**config.mk**
```make
export PLATFORM = sky130hd
export DESIGN_NAME = tdm_bus_ctrl
export DESIGN_NICKNAME = d
export VERILOG_FILES = /design/src/rtl/tdm_bus_pkg.sv /design/src/rtl/tdm_slot_counter.sv /design/src/rtl/tdm_slot_table.sv /design/src/rtl/tdm_slot_decoder.sv /design/src/rtl/tdm_bus_ctrl.sv
export SDC_FILE = /design/constraint.sdc
export NUM_CORES = 1
export LEC_CHECK = 0
export ABC_CLOCK_PERIOD_IN_PS = 18200
export BUFFER_PORTS_ARGS = -buffer_cell sky130_fd_sc_hd__buf_2
export CORE_ASPECT_RATIO = 1.25
export CORE_UTILIZATION = 45
export CTS_CLUSTER_DIAMETER = 30
export CTS_CLUSTER_SIZE = 28
export DETAILED_ROUTE_END_ITERATION = 10
export GPL_ROUTABILITY_DRIVEN = 0
export SLEW_MARGIN = 0
export SYNTH_ARGS = -nofsm -noshare
export SYNTH_HDL_FRONTEND = slang
export SYNTH_HIERARCHICAL = 1
export SYNTH_SLANG_ARGS = --single-unit
```
**constraint.sdc**
```tcl
create_clock -name clk -period 18.2 [get_ports clk]
set_clock_uncertainty 0.2 [all_clocks]
set_input_delay 1.82 -clock clk [delete_from_list [all_inputs] [get_ports clk]]
set_output_delay 1.82 -clock clk [all_outputs]
set_load 0.01 [all_outputs]
```
**src/rtl/tdm_bus_pkg.sv**
```systemverilog
package tdm_bus_pkg;

    typedef enum logic [1:0] {
        ST_IDLE = 2'd0,
        ST_PEND = 2'd1,
        ST_RUN  = 2'd2
    } ctrl_state_t;

endpackage

```
**src/rtl/tdm_slot_counter.sv**
```systemverilog
module tdm_slot_counter #(
    parameter int NUM_SLOTS = 16,
    localparam int SLOT_W = $clog2(NUM_SLOTS)
) (
    input  logic              clk,
    input  logic              rst_n,
    output logic [SLOT_W-1:0] slot,
    output logic              slot_last,
    output logic              slot_first
);

    localparam logic [SLOT_W-1:0] LAST = SLOT_W'(NUM_SLOTS - 1);

    always_ff @(posedge clk) begin
        if (!rst_n) begin
            slot <= '0;
        end else if (slot == LAST) begin
            slot <= '0;
        end else begin
            slot <= slot + 1'b1;
        end
    end

    assign slot_last  = (slot == LAST);
    assign slot_first = (slot == '0);

endmodule

```
**src/rtl/tdm_slot_table.sv**
```systemverilog
module tdm_slot_table #(
    parameter int NUM_SLOTS = 16,
    parameter int NUM_CARDS = 8,
    localparam int SLOT_W = $clog2(NUM_SLOTS),
    localparam int CARD_W = $clog2(NUM_CARDS)
) (
    input  logic                 clk,
    input  logic                 rst_n,
    input  logic                 wr_en,
    input  logic [SLOT_W-1:0]    wr_slot,
    input  logic                 wr_valid,
    input  logic [CARD_W-1:0]    wr_tx,
    input  logic [NUM_CARDS-1:0] wr_rx,
    input  logic                 swap,
    input  logic [SLOT_W-1:0]    rd_slot,
    output logic                 rd_valid,
    output logic [CARD_W-1:0]    rd_tx,
    output logic [NUM_CARDS-1:0] rd_rx
);

    logic                 sh_valid [NUM_SLOTS];
    logic [CARD_W-1:0]    sh_tx    [NUM_SLOTS];
    logic [NUM_CARDS-1:0] sh_rx    [NUM_SLOTS];
    logic                 ac_valid [NUM_SLOTS];
    logic [CARD_W-1:0]    ac_tx    [NUM_SLOTS];
    logic [NUM_CARDS-1:0] ac_rx    [NUM_SLOTS];

    for (genvar s = 0; s < NUM_SLOTS; s++) begin : g_slot
        always_ff @(posedge clk) begin
            if (!rst_n) begin
                sh_valid[s] <= 1'b0;
                sh_tx[s]    <= '0;
                sh_rx[s]    <= '0;
            end else if (wr_en && wr_slot == SLOT_W'(s)) begin
                sh_valid[s] <= wr_valid;
                sh_tx[s]    <= wr_tx;
                sh_rx[s]    <= wr_rx;
            end
        end

        always_ff @(posedge clk) begin
            if (!rst_n) begin
                ac_valid[s] <= 1'b0;
                ac_tx[s]    <= '0;
                ac_rx[s]    <= '0;
            end else if (swap) begin
                ac_valid[s] <= sh_valid[s];
                ac_tx[s]    <= sh_tx[s];
                ac_rx[s]    <= sh_rx[s];
            end
        end
    end

    assign rd_valid = ac_valid[rd_slot];
    assign rd_tx    = ac_tx[rd_slot];
    assign rd_rx    = ac_rx[rd_slot];

endmodule

```
**src/rtl/tdm_slot_decoder.sv**
```systemverilog
module tdm_slot_decoder #(
    parameter int NUM_CARDS = 8,
    parameter int DATA_W = 8,
    localparam int CARD_W = $clog2(NUM_CARDS)
) (
    input  logic                        ent_valid,
    input  logic [CARD_W-1:0]           ent_tx,
    input  logic [NUM_CARDS-1:0]        ent_rx,
    input  logic [NUM_CARDS*DATA_W-1:0] card_data,
    output logic [NUM_CARDS-1:0]        tx_en,
    output logic [NUM_CARDS-1:0]        rx_strobe,
    output logic [DATA_W-1:0]           bus_data
);

    logic [DATA_W-1:0] gated [NUM_CARDS];

    for (genvar c = 0; c < NUM_CARDS; c++) begin : g_card
        assign tx_en[c] = ent_valid && (ent_tx == CARD_W'(c));
        assign gated[c] = tx_en[c] ? card_data[c*DATA_W +: DATA_W] : '0;
    end

    always_comb begin
        bus_data = '0;
        for (int c = 0; c < NUM_CARDS; c++) begin
            bus_data = bus_data | gated[c];
        end
    end

    assign rx_strobe = ent_valid ? ent_rx : '0;

endmodule

```
**src/rtl/tdm_bus_ctrl.sv**
```systemverilog
module tdm_bus_ctrl
    import tdm_bus_pkg::*;
#(
    parameter int NUM_SLOTS = 16,
    parameter int NUM_CARDS = 8,
    parameter int DATA_W = 8,
    localparam int SLOT_W = $clog2(NUM_SLOTS),
    localparam int CARD_W = $clog2(NUM_CARDS)
) (
    input  logic                        clk,
    input  logic                        rst_n,
    input  logic                        frame_start,
    input  logic                        cfg_we,
    input  logic [SLOT_W-1:0]           cfg_slot,
    input  logic                        cfg_tx_valid,
    input  logic [CARD_W-1:0]           cfg_tx_id,
    input  logic [NUM_CARDS-1:0]        cfg_rx_mask,
    input  logic [NUM_CARDS*DATA_W-1:0] card_tx_data,
    output logic [SLOT_W-1:0]           slot_idx,
    output logic                        pixel_phase,
    output logic [NUM_CARDS-1:0]        tx_en,
    output logic [NUM_CARDS-1:0]        rx_strobe,
    output logic [DATA_W-1:0]           bus_data
);

    ctrl_state_t state, state_nx;
    logic        slot_last;
    logic        swap;
    logic        ent_valid;
    logic [CARD_W-1:0]    ent_tx;
    logic [NUM_CARDS-1:0] ent_rx;

    tdm_slot_counter #(.NUM_SLOTS(NUM_SLOTS)) u_cnt (
        .clk        (clk),
        .rst_n      (rst_n),
        .slot       (slot_idx),
        .slot_last  (slot_last),
        .slot_first (pixel_phase)
    );

    always_ff @(posedge clk) begin
        if (!rst_n) begin
            state <= ST_IDLE;
        end else begin
            state <= state_nx;
        end
    end

    always_comb begin
        state_nx = state;
        swap     = 1'b0;
        unique case (state)
            ST_IDLE, ST_RUN: begin
                if (frame_start) begin
                    swap     = slot_last;
                    state_nx = slot_last ? ST_RUN : ST_PEND;
                end
            end
            ST_PEND: begin
                if (slot_last) begin
                    swap     = 1'b1;
                    state_nx = ST_RUN;
                end
            end
            default: state_nx = ST_IDLE;
        endcase
    end

    tdm_slot_table #(.NUM_SLOTS(NUM_SLOTS), .NUM_CARDS(NUM_CARDS)) u_tab (
        .clk      (clk),
        .rst_n    (rst_n),
        .wr_en    (cfg_we),
        .wr_slot  (cfg_slot),
        .wr_valid (cfg_tx_valid),
        .wr_tx    (cfg_tx_id),
        .wr_rx    (cfg_rx_mask),
        .swap     (swap),
        .rd_slot  (slot_idx),
        .rd_valid (ent_valid),
        .rd_tx    (ent_tx),
        .rd_rx    (ent_rx)
    );

    tdm_slot_decoder #(.NUM_CARDS(NUM_CARDS), .DATA_W(DATA_W)) u_dec (
        .ent_valid (ent_valid),
        .ent_tx    (ent_tx),
        .ent_rx    (ent_rx),
        .card_data (card_tx_data),
        .tx_en     (tx_en),
        .rx_strobe (rx_strobe),
        .bus_data  (bus_data)
    );

endmodule

```
==> Yosys cells after proc, flatten, opt, wreduce, memory -nomap -nowiden <==
Memories as Yosys holds them, arrays and structs flattened. A register that Yosys moved wholly into a read port is not among the register bits.
Cells that the tools add are included.
{ "word_totals": {"register_bits": 6, "latch_bits": 0, "ramBits": 384, "romBits": 0, "input_bits": 84, "out_inout_bits": 29, "mem_count": 6} }
{ "mem_list": {"columns": ["name", "depth", "width", "read_ports", "rd_ports_with_merged_regs", "wr", "line_no", "rtl"], "rows": [
  ["u_tab.ac_rx", 16, 8, 1, 1, 16, "tdm_slot_table.sv:26", "logic [NUM_CARDS-1:0] ac_rx [NUM_SLOTS];"],
  ["u_tab.sh_rx", 16, 8, 16, 0, 16, "tdm_slot_table.sv:23", "logic [NUM_CARDS-1:0] sh_rx [NUM_SLOTS];"],
  ["u_tab.ac_tx", 16, 3, 1, 1, 16, "tdm_slot_table.sv:25", "logic [CARD_W-1:0] ac_tx [NUM_SLOTS];"],
  ["u_tab.sh_tx", 16, 3, 16, 0, 16, "tdm_slot_table.sv:22", "logic [CARD_W-1:0] sh_tx [NUM_SLOTS];"],
  ["u_tab.ac_valid", 16, 1, 1, 1, 16, "tdm_slot_table.sv:24", "logic ac_valid [NUM_SLOTS];"],
  ["u_tab.sh_valid", 16, 1, 16, 0, 16, "tdm_slot_table.sv:21", "logic sh_valid [NUM_SLOTS];"]
]} }
{ "classes": {"add_sub_neg": 1, "n_mul": 0, "n_div": 0, "magnitude_cmp": 0, "n_eq_ne": 27, "shifts": 0, "muxes": 167, "bitwise_logic": 104, "n_reduce_logical": 31} }
{ "ops": {"columns": ["op", "n"], "rows": [
  ["8-bit two-way mux", 41],
  ["3-bit two-way mux", 32],
  ["1-bit bitwise OR", 96],
  ["1-bit two-way mux", 86],
  ["8-bit bitwise OR", 7],
  ["4-bit == test (second input constant)", 9],
  ["1-bit logical AND", 24],
  ["4-bit by 3-bit == test with 1-bit output (second input constant)", 4],
  ["3-bit == test (second input constant)", 4],
  ["4-bit two-way mux", 3],
  ["4-bit by 2-bit == test with 1-bit output (second input constant)", 2],
  ["4-bit zero test", 2],
  ["3-bit by 2-bit == test with 1-bit output (second input constant)", 2],
  ["2-bit two-way mux", 3],
  ["4-bit by 1-bit adder with 4-bit output (second input constant)", 1],
  ["4-bit by 1-bit == test with 1-bit output (second input constant)", 1],
  ["2-bit != test (second input constant)", 2],
  ["2-bit case mux with 2 select lines", 1],
  ["2-bit OR reduction", 2],
  ["3-bit by 1-bit == test with 1-bit output (second input constant)", 1],
  ["3-bit zero test", 1],
  ["2-bit by 1-bit == test with 1-bit output (second input constant)", 1],
  ["2-bit == test (second input constant)", 1],
  ["2-bit zero test", 1],
  ["3 further kinds", 3]
]} }

==> Longest topological paths before layout <==
{ "depth": {"ltp_word": 10, "ltp_mapped": 10} }

==> Hierarchy <==
The synthesis kept the hierarchy.
{ "by_module_without_submodules": {"columns": ["module", "instances", "cells_per_inst", "area_per_inst_um2", "seq_area_each_um2"], "rows": [
  ["tdm_slot_table", 1, 990, 15946.5, 11511.0],
  ["tdm_slot_decoder", 1, 83, 634.4, 0.0],
  ["tdm_slot_counter", 1, 20, 185.2, 80.1],
  ["tdm_bus_ctrl", 1, 10, 117.6, 40.0]
]} }

==> Worst setup path before layout <==
No wires, ideal clock.
{ "synth_path": {"path_kind": "input-to-reg", "from": "in frame_start", "to": "mem u_tab.ac_rx[0][0] (enable)", "arrival_ns": 7.022, "required_ns": 17.415, "setup_slack_ns": 10.392, "path_stages": 4, "n_path_buf": 1, "cell_sequence": "nand2b_4 -> a21boi_1 -> clkbuf_1 -> nand2b_1"} }
{ "synth_rtl": {"columns": ["item", "line_no", "rtl"], "rows": [
  ["from (decl)", "tdm_bus_ctrl.sv:12", "input logic frame_start,"],
  ["to (decl)", "tdm_slot_table.sv:26", null]
]} }

==> flow_summary.toml <==
[finish]
areaGrowthSynthToFinish_pct = 16.91
nNetsFinal = 1293
mostFrequentLayoutCell = "edfxtp_1"
final_cell_mix = "edfxtp_1, and2_1, and3_1"
fin_util = 0.5394
fin_area_mm2 = 0.01974
drive_above_1_share = 0.2134

[clock_network]
clkSlewWorstSetupHoldPaths_ps = 50
ctsResizeCount = 0
cts_made_buffers = 58
cts_tree = "done"
cts_htree_levels = 2
cts_buffer_depth = 3
cts_hold_buf = 0
root_buffer = "clkbuf_16"
numClockSinks = 390
postCtsSetupRepairBufs = 0
insertion_delay_ps = 570

[synth]
synth-compound-area-share = 0.02534
synth_seq_area_share = 0.6889
synth_edf_count = 382
synthXorXnorAreaFrac = 0.0005187
async_reset_ff_frac = 0
synth.distinct_cells = 40
synthSimpleGateAreaFrac = 0.1689
synth_nets = 1189
ys.warnings.count = 6
synthAdderAreaFrac = 0.001482
synth_cells = 1103
synth-main-ff-cell = "edfxtp_1"
ys_ff_latch = 390
synth.mux.area_fraction = 0.08759
synth_top_family_by_area = "simple AND/OR/NAND/NOR gates"
synth_area_per_cell_um2 = 15.31
mappedNetlistArea_mm2 = 0.01688

[route]
avgViaCountPerCell = 5.387
first_pass_iters = 5
drtIter0Drc = 697
drc = 0
ant_nets = 0
wire_per_inst_um = 21.62
vias = 9330
routed_wl_um = 37450

[critical_path]
path_max_fanout = 39
cp.arrival_ps = 4340
crit_type = "reg -> out"
end_kind = "output pin"
cp-startpoint = "u_cnt/slot[0]"
r2r-start = "u_cnt/slot[1]"
cp-start-kind = "register"
worstPathRequired_ps = 16180

[grt]
grt.overflow.total = 0
grt_pass1_wl_um = 55080
grtUsageMet1 = 0.2201
grt_use_met2 = 0.3619
busiest_layer = "met2"
antenna_found_initial = 0
grt_pass1_vias = 9395
grt.total_usage = 0.1968
grt_max_degree = 116
grt_use_met3 = 0.03653

[floorplan]
core_mm2 = 0.03660
dieArea_mm2 = 0.03830
start_util = 0.4613
rows = 78
ios = 113
die_y_um = 218.6
die_x_um = 175.3

[min_path]
min_from = "state[0]"
hold_class = "reg -> reg"

[pwr]
total_power_uw = 2263
max-vdd-ir-drop_mv = 0.06695
p_leak_uw = 0.007994
p_per_area_mw_per_mm2 = 114.6

[flow_run]
maxCapViolations = 0

[sta]
setup-violations-final = 0
hold_viol_final = 0
slew_violations = 0
max_slew_margin = 0.2981
fin_hold_ws_ps = 309.9
fin_tns_setup_ps = 0
post-route-period-util = 0.3497
worst_slew_pin_slew_ps = 1051
min_period_ps = 6364
fmax_ghz = 0.1571
rsz0062_at_grt = "false"

[placement]
numPortBuffers = 112
dpl_cell_area_mm2 = 0.01782
dp_hpwl_um = 22690

[run_status]
outcome = "completed"
==> routing by layer <==
layer | share of wire | vias to the layer above
met4 | 0.033 | 0
met5 | 0 | -
met2 | 0.53 | 282
met3 | 0.061 | 71
met1 | 0.38 | 4585
li1 | - | 4392
==> final timing paths <==
path                            cells after the start  slack (ps)                 to
worst max-delay path                                8       11840        bus_data[2]
worst min-delay path                                1         310           state[1]
worst max register to register                      8       12930  u_tab/ac_rx[7][3]
worst min register to register                      1         310           state[1]
==> flip-flops by register name, summed over array words and instances, names as in the netlist <==
| name | cells |
|---|---|
| u_tab/ac_rx | 128 |
| u_cnt/slot | 4 |
| u_tab/ac_valid | 16 |
| u_tab/sh_tx | 48 |
| state | 2 |
| u_tab/sh_rx | 128 |
| u_tab/sh_valid | 16 |
| u_tab/ac_tx | 48 |
==> synth_stat cells, drive strengths merged (2+ instances only) <==
cell	instances	area share
or2	9	0.0033
nor3b	2	0.00089
mux4	48	0.068
nand2	14	0.0031
nand3	2	0.00059
inv	5	0.0011
or3b	2	0.0010
nand2b	6	0.0031
nor2	26	0.0058
nand3b	4	0.0018
ha	2	0.0015
a22oi	24	0.011
clkbuf	68	0.015
nor2b	3	0.0011
edfxtp	382	0.68
nand4b	2	0.0010
dfxtp	8	0.0095
mux2i	33	0.020
and2	201	0.074
buf	25	0.011
o21ai	18	0.0053
and3	192	0.071
a21boi	2	0.00089
o22ai	16	0.0059
==> layout make-up <==
| type | instances | area [um^2] |
|---|---|---|
| clock buffer | 67 | 1506 |
| timing repair buffer | 137 | 750.7 |
| antenna | 1 | 2.502 |
| inverter | 6 | 22.52 |
| fill | 2985 | 16860 |
| clock inverter | 37 | 406.6 |
| tap | 480 | 600.6 |
| sequential | 390 | 11640 |
| multi-input combinational | 614 | 4813 |
==> through the flow <==
step	worst slack [ps]	cells
6_report	11840	1732
5_1_grt	11600	1731
4_1_cts	11750	1731
3_3_place_gp	12470	1627
2_1_floorplan	10390	1103
3_5_place_dp	12350	1627
==> kinds of logic after synthesis <==
kind of cell	count (synthesis)
simple gates	466
xor+xnor	1
compound gates	64
fa+ha+maj	2
mux	81
flops	390
buf+inv	99
==> worst max-delay path, stage by stage, from the launching register on <==
cell and delay (ps):
dfxtp_4 500, buf_4 680, mux4_1 640, a22oi_1 350, nand2_2 670, mux2i_1 370
o22ai_1 130, or2_1 230, buf_2 140
==> report_power, final <==
group | leakage (uW) | internal, uW | total (uW) | switching, uW
registers | 0.00387 | 1030 | 1040 | 10.7
logic | 0.00320 | 52.2 | 142 | 90.2
clock network | 0.000925 | 692 | 1080 | 391
total | 0.00799 | 1770 | 2260 | 492
(Power assumes the default switching activity.)
